<file path="config.mk">
export PLATFORM = sky130hd
export DESIGN_NAME = mseq_top
export DESIGN_NICKNAME = d
export VERILOG_FILES = /design/src/rtl/mseq_pkg.sv /design/src/rtl/mseq_cond_mux.sv /design/src/rtl/mseq_src_logic.sv /design/src/rtl/mseq_addr_regs.sv /design/src/rtl/mseq_top.sv
export SDC_FILE = /design/constraint.sdc
export NUM_CORES = 1
export LEC_CHECK = 0
export BUFFER_PORTS_ARGS = -buffer_cell sky130_fd_sc_hd__buf_2
export CORE_MARGIN = 2
export CORE_UTILIZATION = 47
export CTS_BUF_LIST = sky130_fd_sc_hd__clkbuf_8 sky130_fd_sc_hd__clkbuf_16
export CTS_CLUSTER_DIAMETER = 120
export DETAILED_ROUTE_END_ITERATION = 7
export PLACE_DENSITY = 0.82
export SKIP_CTS_REPAIR_TIMING = 1
export SYNTH_ARGS = -nofsm -noshare
export SYNTH_HDL_FRONTEND = slang
export SYNTH_HIERARCHICAL = 1
export SYNTH_SLANG_ARGS = --single-unit
</file>
<file path="constraint.sdc">
create_clock -name clk -period 2.45 [get_ports clk]
set_clock_uncertainty 0.2 [all_clocks]
set_input_delay 0.1225 -clock clk [delete_from_list [all_inputs] [get_ports clk]]
set_output_delay 0.1225 -clock clk [all_outputs]
set_load 0.005 [all_outputs]
</file>
<file path="src/rtl/mseq_pkg.sv">
package mseq_pkg;
    localparam int ADDR_W   = 7;
    localparam int OP_W     = 4;
    localparam int OPF_W    = 9;
    localparam int MAP_LSB  = 2;
    localparam int RST_ADDR = 64;
    localparam int WORD_W   = OPF_W + 4 + ADDR_W;

    typedef enum logic [1:0] {
        BR_JUMP = 2'b00,
        BR_CALL = 2'b01,
        BR_RET  = 2'b10,
        BR_DISP = 2'b11
    } br_e;

    typedef enum logic [1:0] {
        SRC_INC = 2'b00,
        SRC_RET = 2'b01,
        SRC_TGT = 2'b10,
        SRC_MAP = 2'b11
    } src_e;

    typedef enum logic [1:0] {
        CS_ONE  = 2'b00,
        CS_DRS  = 2'b01,
        CS_ACS  = 2'b10,
        CS_ACZ  = 2'b11
    } csel_e;

    typedef struct packed {
        logic [OPF_W-1:0]  ops;
        csel_e             csel;
        br_e               br;
        logic [ADDR_W-1:0] tgt;
    } uword_t;
endpackage

</file>
<file path="src/rtl/mseq_cond_mux.sv">
module mseq_cond_mux
    import mseq_pkg::*;
(
    input  csel_e csel,
    input  logic  dr_sign,
    input  logic  ac_sign,
    input  logic  ac_zero,
    output logic  cond
);
    always_comb begin
        unique case (csel)
            CS_ONE:  cond = 1'b1;
            CS_DRS:  cond = dr_sign;
            CS_ACS:  cond = ac_sign;
            CS_ACZ:  cond = ac_zero;
            default: cond = 1'b1;
        endcase
    end
endmodule

</file>
<file path="src/rtl/mseq_src_logic.sv">
module mseq_src_logic
    import mseq_pkg::*;
(
    input  br_e   br,
    input  logic  cond,
    output src_e  src,
    output logic  ret_we
);
    always_comb begin
        src    = SRC_INC;
        ret_we = 1'b0;
        unique case (br)
            BR_JUMP: src = cond ? SRC_TGT : SRC_INC;
            BR_CALL: begin
                src    = cond ? SRC_TGT : SRC_INC;
                ret_we = cond;
            end
            BR_RET:  src = SRC_RET;
            BR_DISP: src = SRC_MAP;
            default: src = SRC_INC;
        endcase
    end
endmodule

</file>
<file path="src/rtl/mseq_addr_regs.sv">
module mseq_addr_regs
    import mseq_pkg::*;
#(
    parameter int AW      = ADDR_W,
    parameter int OW      = OP_W,
    parameter int SHIFT   = MAP_LSB,
    parameter int RSTV    = RST_ADDR
) (
    input  logic          clk,
    input  logic          rst,
    input  src_e          src,
    input  logic [AW-1:0] tgt,
    input  logic [OW-1:0] opcode,
    input  logic          ret_we,
    output logic [AW-1:0] car,
    output logic [AW-1:0] ret_addr,
    output logic          ret_loaded
);
    localparam int PADW = AW - OW;

    logic [AW-1:0] inc_addr;
    logic [AW-1:0] map_addr;
    logic [AW-1:0] nxt_addr;

    assign inc_addr = car + 1'b1;
    assign map_addr = {{PADW{1'b0}}, opcode} << SHIFT;

    always_comb begin
        unique case (src)
            SRC_INC: nxt_addr = inc_addr;
            SRC_RET: nxt_addr = ret_addr;
            SRC_TGT: nxt_addr = tgt;
            SRC_MAP: nxt_addr = map_addr;
            default: nxt_addr = inc_addr;
        endcase
    end

    always_ff @(posedge clk) begin
        if (rst) begin
            car        <= AW'(RSTV);
            ret_addr   <= '0;
            ret_loaded <= 1'b0;
        end else begin
            car        <= nxt_addr;
            ret_loaded <= ret_we;
            if (ret_we) ret_addr <= inc_addr;
        end
    end

    p_reset_r1: assert property (@(posedge clk)
        rst |=> (car == AW'(RSTV)) && (ret_addr == '0) && !ret_loaded);

    p_wrap_r8: assert property (@(posedge clk) disable iff (rst)
        (src == SRC_INC) |=> car == AW'($past(car) + 1'b1));

    p_ret_r6: assert property (@(posedge clk) disable iff (rst)
        (src == SRC_RET) |=> car == $past(ret_addr));

    p_call_link_r4: assert property (@(posedge clk) disable iff (rst)
        ret_we |=> ret_addr == AW'($past(car) + 1'b1));

    p_hold_r5: assert property (@(posedge clk) disable iff (rst)
        !ret_we |=> $stable(ret_addr));

    p_strobe_r10: assert property (@(posedge clk) disable iff (rst)
        ret_we |=> ret_loaded);

    p_nostrobe_r10: assert property (@(posedge clk) disable iff (rst)
        !ret_we |=> !ret_loaded);
endmodule

</file>
<file path="src/rtl/mseq_top.sv">
module mseq_top
    import mseq_pkg::*;
(
    input  logic              clk,
    input  logic              rst,
    input  logic [WORD_W-1:0] uinstr,
    input  logic              dr_sign,
    input  logic              ac_sign,
    input  logic              ac_zero,
    input  logic [OP_W-1:0]   opcode,
    output logic [ADDR_W-1:0] car,
    output logic              ret_loaded
);
    uword_t            uw;
    logic              cond;
    src_e              src;
    logic              ret_we;
    logic [ADDR_W-1:0] ret_addr;

    assign uw = uword_t'(uinstr);

    mseq_cond_mux u_cond (
        .csel    (uw.csel),
        .dr_sign (dr_sign),
        .ac_sign (ac_sign),
        .ac_zero (ac_zero),
        .cond    (cond)
    );

    mseq_src_logic u_src (
        .br     (uw.br),
        .cond   (cond),
        .src    (src),
        .ret_we (ret_we)
    );

    mseq_addr_regs u_regs (
        .clk        (clk),
        .rst        (rst),
        .src        (src),
        .tgt        (uw.tgt),
        .opcode     (opcode),
        .ret_we     (ret_we),
        .car        (car),
        .ret_addr   (ret_addr),
        .ret_loaded (ret_loaded)
    );

    p_map_r7: assert property (@(posedge clk) disable iff (rst)
        (uw.br == BR_DISP) |=> car == {1'b0, $past(opcode), 2'b00});

    p_jump_r3: assert property (@(posedge clk) disable iff (rst)
        (uw.br == BR_JUMP && cond) |=> car == $past(uw.tgt));

    p_uncond_r2: assert property (@(posedge clk) disable iff (rst)
        (uw.csel == CS_ONE && uw.br == BR_JUMP) |=> car == $past(uw.tgt));

    p_known_r9: assert property (@(posedge clk) disable iff (rst)
        !$isunknown(uw.ops) |-> !$isunknown(src));
endmodule

</file>
==> summary.md <==
Setup violations remaining at the end of the flow were counted as 0. Cell internal power was estimated by the tool at 425 uW. The number of vias in the routed layout came out at 701. The tools report the final HPWL from detailed placement as 1260 um. Cells with a size suffix above 1 make up 35.2% of the layout.

Multiplexer cells account for 17.4% of the synthesized area. Pin placement for this block handled 37 I/O pins. After detailed routing, the total wire length is 1900 um.

For this run, the number of Yosys warnings is 6. Number of pins exceeding their max-slew limit in the final report: 0. The finished layout holds 121 standard cells, fillers aside. The tree is rooted in a clkbuf_8. The biggest fanout along the worst timing path is 6, and the net switching power figure is 145 uW. The worst setup path is captured at a flip-flop.

Entering global routing, the biggest net connects 16 pins. Once the floorplan was initialized, standard cells occupied 50.1% of the core. Dividing the synthesized area by the synthesized cell count gives 9.80 um^2.

STA puts the critical path data arrival time at 1.80 ns. During placement, the flow inserted port buffers numbering 27. Summing all multi-input logic gate instances after layout gives 428 um^2. Walking the worst path, the cells encountered are ha_1 > nand3_1 > xnor2_1 > mux4_2 > nor2b_1. The repair_antennas step left the layout with diodes totalling 0. The number of fill cells in the layout came out at 130. The run gives 4 as the first-pass detailed-route iteration total. The tools report the power share of the sequential group as 47.9%. Of the synthesized area, sequential elements account for 39.8%. In this run the static leakage power is 0.407 nW. Summed over all layers, the global routing overflow is 0.

The number of failing hold endpoints at the final stage was 0. The startpoint type of the worst setup path is a flip-flop. The number of H-tree levels is 1. The run gives 0 as the reported max-cap violation count.

The run gives 136 as the final net count. In this run the deepest clock path goes through 2 buffers. After floorplanning, the core was divided into 14 placement rows. The tools report the worst max-slew margin expressed relative to the limit as 82.3%. Post-synthesis share of cell area spent on xor and xnor gates: 4.64%. The first global-routing pass estimated 2900 um of wire.

The number of clock sinks is 15, and the chip height is 44.1 um. At the pin with the least slew margin, the transition time is 0.266 ns. The logs give 0 for the initial antenna violation count and 0.25 ns for the clock insertion delay at the later pin of the skew report. The gate count of the mapped netlist was 77; the total negative setup slack was 0 ns.

The synthesized net count was 107. The critical path class is reg2reg. The storage element area came out at 300 um^2. By area, the combinational part of the netlist is dominated by simple AND/OR/NAND/NOR gates. The switching share of power works out to 25.4%. Setup repair after global routing left no endpoint under its margin. The chip width is 44.1 um.

The number of buffer and inverter stages on the critical path is 0. The detailed router finished its first iteration with 18 violations. The class of the tightest hold or removal check is in2reg. For the combinational share of power, the log shows 18.2%. The maximum VDD drop was 0.396 mV; the total of flip-flops plus latches after synthesis was 15.

The largest incremental delay on the critical path came out at 0.46 ns. In this run, placement finished with an instance count of 115. After detailed routing, the average wire length per cell comes to 15.7 um. The floorplan step defined a core boundary enclosing 0.00151 mm^2.

Area share of and/or/nand/nor cells after synthesis: 18.1%. The final critical path takes up 76.2% of the cycle. TritonCTS built the clock tree.

Summing the areas of all compound-gate instances in the mapped netlist gives 14.9% of the synthesized area. The count of nets left with antenna violations once routing finished came out at 0. The count of distinct cell types in the synthesized netlist is 26, and the power density of the placed cells is 601 mW/mm^2.

In the routed layout, each cell is associated on average with a via count of 5.79. The congestion estimate from routability-driven global placement came to 0.804. Clock edge transition at the registers on the reported setup and hold paths: 0.06 ns.

The post-layout total power was 570 uW; the overall routing resource usage was 20.9%. Static timing analysis puts the maximum clock frequency at 535 MHz. The synthesized netlist devotes 1.66% of its cell area to adder and majority cells.

The flow ran to the end, and the final reports show no timing, DRC or antenna violations. The signed area change from the synthesized netlist to the final layout works out to 25.7%. Among all stages on the critical path, the largest delay is contributed by mux4_2. Data on the critical path is required at its endpoint by 2.38 ns. The synthesized netlist occupies a cell area of 754 um^2. In the routed design, unresolved DRC markers number 0. TritonCTS created 3 clock buffers.

For the finished layout, the period the worst path requires is 1.87 ns. Via count of the first global-routing pass: 700. The cell family contributing the most delay on the critical path is multiplexers. The die footprint was 0.00194 mm^2.

The clock network is responsible for 33.9% of the overall power.
## cells in the final DEF, fill, tap and decap left out, drive strengths merged, types with 3 or more instances in the layout
cell and count:
nor2 13, a211oi 5, buf 27, dfxtp 15, xnor2 4, clkbuf 3, a21oi 4, nand3 3
mux2i 6, nor2b 5
## logic make-up (layout without fill, tap and decap cells)
group | after synthesis | count (layout)
AO/OA/AOI/OAI | 16 | 16
XOR/XNOR | 4 | 4
adder cells (fa/ha/maj) | 1 | 1
buffers and inverters | 5 | 33
flip-flops | 15 | 15
multiplexers | 10 | 10
AND/OR/NAND/NOR | 26 | 26
## stage by stage
stage	hold WS (ns)	util [%]	worst slack (ns)	cell area [um^2]
2_1_floorplan	-0.00589	-	0.731	754
3_3_place_gp	0.158	58.6	0.631	883
3_5_place_dp	0.159	58.6	0.622	883
4_1_cts	-0.0796	61.6	0.592	928
5_1_grt	0.0400	63.0	0.525	948
6_report	0.0158	63.0	0.582	948
## power groups by stage
stage / registers [mW] / clock network (mW) / logic (mW)
after detailed placement: 0.278 / 0 / 0.0996
after global routing: 0.275 / 0.212 / 0.114
after global placement: 0.277 / 0 / 0.0960
final: 0.273 / 0.193 / 0.104
after CTS: 0.273 / 0.199 / 0.100
after floorplan: 0.277 / 0 / 0.0667
## layer usage
metal  share of wire (%)  vias to the layer above  track usage, %  wire length, um
li1                    -                      334               -                -
met1                  40                      330            21.7              765
met2                  53                       35            37.4             1010
met3                 6.4                        2            4.08              122
met4                0.21                        0            14.5                4
met5                   0                        -               0                0
## state kept, by name, summed over array words and instances, names as in the netlist
| signal | flops |
|---|---|
| u_regs/car | 7 |
| u_regs/ret_addr | 7 |
| u_regs/ret_loaded | 1 |
## area by class of cell
type / instances / area share, %
Multi-Input combinational cell: 57 / 45.1
Sequential cell: 15 / 31.7
Timing Repair Buffer: 29 / 16.4
Clock buffer: 3 / 4.35
Tap cell: 16 / 2.11
Clock inverter: 1 / 0.396
## Yosys cell counts
| cell type | number | area, um^2 |
|---|---|---|
| clkbuf_1 | 4 | 15.0 |
| xnor2_1 | 4 | 35.0 |
| nand3_1 | 2 | 10.0 |
| nand2_1 | 2 | 7.51 |
| a22oi_1 | 1 | 7.51 |
| a311oi_1 | 1 | 8.76 |
| a2bb2oi_1 | 1 | 8.76 |
| nand3_2 | 1 | 10.0 |
| a221oi_1 | 1 | 8.76 |
| nor3b_2 | 1 | 12.5 |
| dfxtp_1 | 15 | 300 |
| and3b_2 | 1 | 10.0 |
| a211oi_1 | 5 | 37.5 |
| mux2i_1 | 6 | 60.1 |
| nor2b_1 | 5 | 31.3 |
| nor2_1 | 13 | 48.8 |
| o31ai_1 | 1 | 7.51 |
| mux4_2 | 2 | 45.0 |
| ha_1 | 1 | 12.5 |
| mux2_2 | 1 | 11.3 |
| o21ai_0 | 1 | 5.00 |
| or3_1 | 1 | 6.26 |
| buf_6 | 1 | 11.3 |
| a211o_1 | 1 | 8.76 |
| mux2_4 | 1 | 15.0 |
| a21oi_1 | 4 | 20.0 |
## worst paths after layout
| path | start | to | slack [ns] | depth (start not counted) |
|---|---|---|---|---|
| min reg2reg | u_regs/ret_addr[5] | u_regs/ret_addr[5] | 0.29 | 2 |
| max reg2reg | u_regs/car[0] | u_regs/car[4] | 0.58 | 5 |
| min | rst | u_regs/ret_addr[4] | 0.02 | 2 |
| max | u_regs/car[0] | u_regs/car[4] | 0.58 | 5 |
Note: power is estimated with default switching activity, not from simulation.
